===== src/rtl/vbs_pkg.sv =====
package vbs_pkg;
  localparam int unsigned N_BLK     = 16;
  localparam int unsigned N_PART    = 41;
  localparam int unsigned IDX_8X4   = 16;
  localparam int unsigned IDX_4X8   = 24;
  localparam int unsigned IDX_8X8   = 32;
  localparam int unsigned IDX_16X8  = 36;
  localparam int unsigned IDX_8X16  = 38;
  localparam int unsigned IDX_16X16 = 40;
  localparam int unsigned N_SMALL   = 32; // slots below 8x8
endpackage


===== src/rtl/vbs_sad_tree.sv =====
module vbs_sad_tree
  import vbs_pkg::*;
#(
  parameter int unsigned SAD_W  = 12,
  parameter int unsigned COST_W = 16
) (
  input  logic [N_BLK*SAD_W-1:0]   sad4_i,
  output logic [N_PART*COST_W-1:0] part_sad_o
);
  logic [COST_W-1:0] s44  [16];
  logic [COST_W-1:0] s84  [8];
  logic [COST_W-1:0] s48  [8];
  logic [COST_W-1:0] s88  [4];
  logic [COST_W-1:0] s168 [2];
  logic [COST_W-1:0] s816 [2];
  logic [COST_W-1:0] s1616;

  for (genvar b = 0; b < 16; b++) begin : g_leaf
    assign s44[b] = COST_W'(sad4_i[b*SAD_W +: SAD_W]);
    assign part_sad_o[b*COST_W +: COST_W] = s44[b];
  end

  for (genvar r = 0; r < 4; r++) begin : g_84r
    for (genvar c = 0; c < 2; c++) begin : g_84c
      assign s84[r*2+c] = s44[r*4+2*c] + s44[r*4+2*c+1];
      assign part_sad_o[(IDX_8X4+r*2+c)*COST_W +: COST_W] = s84[r*2+c];
    end
  end

  for (genvar r = 0; r < 2; r++) begin : g_48r
    for (genvar c = 0; c < 4; c++) begin : g_48c
      assign s48[r*4+c] = s44[8*r+c] + s44[8*r+4+c];
      assign part_sad_o[(IDX_4X8+r*4+c)*COST_W +: COST_W] = s48[r*4+c];
    end
  end

  // 8x8 reuses the 8x4 pair stacked vertically
  for (genvar r = 0; r < 2; r++) begin : g_88r
    for (genvar c = 0; c < 2; c++) begin : g_88c
      assign s88[r*2+c] = s84[4*r+c] + s84[4*r+2+c];
      assign part_sad_o[(IDX_8X8+r*2+c)*COST_W +: COST_W] = s88[r*2+c];
    end
  end

  for (genvar i = 0; i < 2; i++) begin : g_half
    assign s168[i] = s88[2*i] + s88[2*i+1];
    assign s816[i] = s88[i] + s88[2+i];
    assign part_sad_o[(IDX_16X8+i)*COST_W +: COST_W] = s168[i];
    assign part_sad_o[(IDX_8X16+i)*COST_W +: COST_W] = s816[i];
  end

  assign s1616 = s168[0] + s168[1];
  assign part_sad_o[IDX_16X16*COST_W +: COST_W] = s1616;
endmodule


===== src/rtl/vbs_min_track.sv =====
module vbs_min_track #(
  parameter int unsigned COST_W = 16,
  parameter int unsigned MV_W   = 16
) (
  input  logic              clk_i,
  input  logic              rst_ni,
  input  logic              start_i,
  input  logic              take_i,
  input  logic [COST_W-1:0] cost_i,
  input  logic [MV_W-1:0]   mv_i,
  output logic [COST_W-1:0] best_cost_o,
  output logic [MV_W-1:0]   best_mv_o
);
  logic [COST_W-1:0] cost_q, base;
  logic [MV_W-1:0]   mv_q;

  // a start in the same cycle compares against the cleared value
  assign base = start_i ? '1 : cost_q;

  always_ff @(posedge clk_i or negedge rst_ni) begin
    if (!rst_ni) begin
      cost_q <= '1;
      mv_q   <= '0;
    end else if (take_i && (cost_i < base)) begin
      cost_q <= cost_i;
      mv_q   <= mv_i;
    end else if (start_i) begin
      cost_q <= '1;
      mv_q   <= '0;
    end
  end

  assign best_cost_o = cost_q;
  assign best_mv_o   = mv_q;

  a_r2_never_rises: assert property (@(posedge clk_i) disable iff (!rst_ni)
    take_i && !start_i |=> cost_q <= $past(cost_q));
  a_r2_tie_keeps_old: assert property (@(posedge clk_i) disable iff (!rst_ni)
    take_i && !start_i && (cost_i >= cost_q) |=> $stable(mv_q) && $stable(cost_q));
  a_r3_start_clears: assert property (@(posedge clk_i) disable iff (!rst_ni)
    start_i && !take_i |=> (cost_q == '1) && (mv_q == '0));
  a_r7_idle_hold: assert property (@(posedge clk_i) disable iff (!rst_ni)
    !take_i && !start_i |=> $stable(cost_q) && $stable(mv_q));
endmodule


===== src/rtl/vbs_sad_select.sv =====
module vbs_sad_select
  import vbs_pkg::*;
#(
  parameter int unsigned SAD_W  = 12,
  parameter int unsigned COST_W = 16,
  parameter int unsigned MV_W   = 16
) (
  input  logic                     clk_i,
  input  logic                     rst_ni,
  input  logic                     start_i,
  input  logic                     hd_mode_i,
  input  logic                     cand_valid_i,
  input  logic                     cand_last_i,
  input  logic [N_BLK*SAD_W-1:0]   sad4_i,
  input  logic [MV_W-1:0]          mv_i,
  output logic                     done_o,
  output logic [N_PART-1:0]        part_valid_o,
  output logic [N_PART*COST_W-1:0] best_cost_o,
  output logic [N_PART*MV_W-1:0]   best_mv_o
);
  logic [N_PART*COST_W-1:0] part_sad;
  logic done_q, hd_q;

  vbs_sad_tree #(.SAD_W(SAD_W), .COST_W(COST_W)) u_tree (
    .sad4_i     (sad4_i),
    .part_sad_o (part_sad)
  );

  for (genvar p = 0; p < N_PART; p++) begin : g_trk
    vbs_min_track #(.COST_W(COST_W), .MV_W(MV_W)) u_trk (
      .clk_i       (clk_i),
      .rst_ni      (rst_ni),
      .start_i     (start_i),
      .take_i      (cand_valid_i),
      .cost_i      (part_sad[p*COST_W +: COST_W]),
      .mv_i        (mv_i),
      .best_cost_o (best_cost_o[p*COST_W +: COST_W]),
      .best_mv_o   (best_mv_o[p*MV_W +: MV_W])
    );
    assign part_valid_o[p] = (p >= N_SMALL) || !hd_q;
  end

  always_ff @(posedge clk_i or negedge rst_ni) begin
    if (!rst_ni) begin
      done_q <= 1'b0;
      hd_q   <= 1'b0;
    end else begin
      done_q <= cand_valid_i && cand_last_i;
      if (start_i) hd_q <= hd_mode_i;
    end
  end

  assign done_o = done_q;

  a_r4_done_after_last: assert property (@(posedge clk_i) disable iff (!rst_ni)
    cand_valid_i && cand_last_i |=> done_o);
  a_r4_done_single: assert property (@(posedge clk_i) disable iff (!rst_ni)
    !(cand_valid_i && cand_last_i) |=> !done_o);
  a_r1_tree_paths_agree: assert property (@(posedge clk_i) disable iff (!rst_ni)
    cand_valid_i |-> part_sad[IDX_16X16*COST_W +: COST_W] ==
      part_sad[IDX_8X16*COST_W +: COST_W] + part_sad[(IDX_8X16+1)*COST_W +: COST_W]);
  a_r5_mask_follows_mode: assert property (@(posedge clk_i) disable iff (!rst_ni)
    start_i |=> (part_valid_o[0] == !$past(hd_mode_i)) && part_valid_o[N_PART-1]);
endmodule


===== config.mk =====
export PLATFORM = sky130hd
export DESIGN_NAME = vbs_sad_select
export DESIGN_NICKNAME = d
export VERILOG_FILES = /design/src/rtl/vbs_pkg.sv /design/src/rtl/vbs_sad_tree.sv /design/src/rtl/vbs_min_track.sv /design/src/rtl/vbs_sad_select.sv
export SDC_FILE = /design/constraint.sdc
export NUM_CORES = 2
export LEC_CHECK = 0
export CAP_MARGIN = 10
export CORE_AREA = 2 2 620 622
export CTS_CLUSTER_DIAMETER = 30
export CTS_CLUSTER_SIZE = 24
export DETAILED_ROUTE_END_ITERATION = 8
export DIE_AREA = 0 0 622 624
export HOLD_SLACK_MARGIN = 0.05
export PLACE_DENSITY = 0.41
export SYNTH_ARGS = -nofsm -noshare
export SYNTH_HDL_FRONTEND = slang
export SYNTH_HIERARCHICAL = 1
export SYNTH_SLANG_ARGS = --single-unit

===== constraint.sdc =====
create_clock -name clk_i -period 5.94 [get_ports clk_i]
set_clock_uncertainty 0.15 [all_clocks]
set_input_delay 1.485 -clock clk_i [delete_from_list [all_inputs] [get_ports clk_i]]
set_output_delay 1.485 -clock clk_i [all_outputs]
set_load 0.02 [all_outputs]

==> run metrics <==
starting density of the core=23.7%; Power Density=598 nW/um^2; most common cell in the netlist=ha_1; LEAKAGE=66.9 nW; setup slack, reg-to-reg=2.78 ns; initial antenna violation count=40; Core Rows=227; initial drt markers=between 3,000 and 4,000; f_max=136 MHz; GP Congestion=0.883; CTS tree=built; drt via density=about 4.4; DRC violations left=0; endpoint class of the critical path=flop; worst slew pin tran=1.12 ns; Avg Cell Area, Syn=around 11 sq um; Post-Route Setup TNS=-156.64 ns; yosys warns=6; CP max stage delay=between 0.4 and 0.5 ns; switching power=between 0.03 and 0.04 W; Worst-Skew Late Latency=~0.95 ns; synth unique cells=89; total routed wirelength=435,000 microns; Synth area leader=dfstp_2; Nets=12,600; CP max-delay cell=fa_2; via count=73,900; Yosys reg bits=1,314; top cells by area, synth=dfstp_2, dfrtp_1, ha_1, mux2_4, mux2i_1; VDD IR max=just under 1000 uV; final hold vios=0; RSZ-0062 raised after global routing=yes; GR Overflow Total=0; Final WS setup=-1.43 ns; Global Route Usage Sum=21.6%; Pint=between 0.05 and 0.06 W; Final Setup Violations=231; Slew Limit Fails=0; die footprint=approximately 390,000 sq um; Post-DP HPWL=341,000 microns; Clock power frac=29.6%; first-pass GRT wire length=602,000 microns; layout cells sized above 1=35.7%; most used cell, CP=ha_4; Crit Path Class=in -> reg; period utilisation layout=124%; sequential share of power=14.8%; Req. time, crit path=6.60 ns; total of max-cap violations=0; top cells by count, synth=ha_1, inv_1, nor2_1; Final min period=7.37 ns; Die X=622 microns; max_slew headroom=25.3%; Switching Share=38.4%; clk buf depth=4; post-route ant nets=0; total clock sinks=1,314; Power Total=0.0839 W; WP data arrival=8.03 ns; Area Growth Syn to Fin=55.2%; root buffer cell=clkbuf_16; TritonCTS buffer count=448; input/output buffers=1,558; CP top delay family=adder cells; post-synthesis async set-or-reset flop share=100%; failing checks=negative setup slack; number of synthesized flops with an enable pin=0; Main synth FF type=dfrtp_1; Top Ports=approximately 1,600; Tightest Hold Check Type=in -> async; Post-Syn Area=90,400 sq um; WL/cell=25.8 microns; Pre-antenna DRT Iters=8; Seq/Total Area, Yosys=37.3%; H-tree depth=5; number of global-route vias before repair=a little under 80,000; Combinational Power Share=55.6%; Crit Path Max Fanout=7; CORE AREA=381,000 sq um; crit path buf inv count=11; status=complete, but fails checks; Post-Syn Instances=between 8,000 and 9,000; clk slew on worst S/H paths=0.04 ns; crit start category=input pin; largest net degree at the start of global routing=145; Yosys top cell area share=between 10% and 20%; Die Ht=624 microns
## power by group through the flow
stage | Sequential, W | Combinational, W | Clock (W)
floorplan | 0.0143 | 0.0181 | 0
global placement | 0.0125 | 0.0408 | 0
detailed placement | 0.0125 | 0.0409 | 0
CTS | 0.0125 | 0.0446 | 0.0253
global route | 0.0126 | 0.0501 | 0.0259
finish | 0.0124 | 0.0466 | 0.0248
## worst reg2reg max path, stage by stage (launching register included)
cell,delay [ns]
dfstp_2,0.54
nor2_1,0.06
ha_1,0.35
nand4_1,0.21
nor4_1,0.11
o21ai_1,0.14
nand4b_4,0.72
buf_4,0.51
mux2_4,0.31
## area by class of cell
cell class	instances	area [sq um]
fillers	37700	241000
multi-input cells	5859	53500
flip-flops and latches	1314	33700
repair buffers	2966	27700
clock buffers	648	13200
well taps	5038	6300
inverters	799	3010
clock inverters	193	2830
diodes	16	40.0
## through the flow
| stage | instances | setup slack [ns] | utilization (%) | hold WS, ns | instance area [sq um] |
|---|---|---|---|---|---|
| after floorplan | 8580 | -1.56 | - | 0.332 | 91500 |
| after global placement | 15900 | -3.26 | 31.4 | 0.345 | 120000 |
| after detailed placement | 15900 | -3.12 | 31.4 | 0.350 | 120000 |
| after CTS | 16800 | -1.36 | 36.4 | 0.278 | 139000 |
| after global routing | 16800 | -1.63 | 36.8 | 0.321 | 140000 |
| final | 16800 | -1.43 | 36.8 | 0.357 | 140000 |
## cells by family (layout without fill, tap and decap cells)
group,count (synthesis),count (layout),synth area share (%)
AOI/OAI and AO/OA,1087,1087,7.34
and+or+nand+nor,2098,2098,12.7
DFF,1314,1314,37.3
buffers and inverters,1407,4606,8.35
muxes,1318,1318,18.1
other,2,149,0.00831
xor gates and xnor gates,273,273,2.82
adders and majority gates,950,950,13.4
## flip-flops by register name, summed over array words and instances, names as in the netlist
register and flops:
g_trk.u_trk/best_mv_o 656, g_trk.u_trk/best_cost_o 656, done_o 1, hd_q 1
## layer usage
metal	part of all wire, %	track usage, %	vias to the layer above	wire length, microns
met5	0.011	0	-	50
met4	4.6	8.75	8	20200
met3	4.9	4.13	631	21200
met2	48	36.6	1904	207000
met1	43	26.9	36900	187000
li1	-	-	34500	-
## worst paths after layout
kind | startpoint | endpoint | depth (start not counted)
max in group asynchronous | rst_ni | g_trk[22].u_trk/best_mv_o[11] | 2
worst max-delay path | sad4_i[72] | g_trk[40].u_trk/best_mv_o[2] | 37
worst max register to register | g_trk[5].u_trk/best_cost_o[15] | g_trk[5].u_trk/best_cost_o[0] | 8
worst min-delay path | rst_ni | g_trk[5].u_trk/best_mv_o[13] | 1
min in group clk_i | hd_q | hd_q | 1
worst min register to register | hd_q | hd_q | 1
## cells in the final DEF (no fill, tap or decap), types with 59 or more instances in the layout
cell type	n
buf_12	105
dfstp_2	656
clkbuf_1	82
conb_1	133
o21ai_1	71
mux2_2	72
xnor2_1	112
clkbuf_8	115
dfrtp_1	658
a21oi_2	66
o21ai_0	142
clkinv_2	89
ha_1	822
nor2b_1	673
buf_4	1230
mux2i_1	610
o21bai_1	59
nand2_1	248
nand4_1	84
clkbuf_16	454
inv_1	776
clkdlybuf4s50_1	1438
buf_6	77
mux2_4	627
a21o_1	162
nor2_1	747
a21oi_1	358
ha_4	97
## timing repair
item	CTS	global route
resized for setup	623	245
endpoints found under the setup margin	288	288
pin swaps	223	169
gates cloned	3	3
setup buffers	87	48
hold buffers	0	0
(Power assumes the default switching activity.)
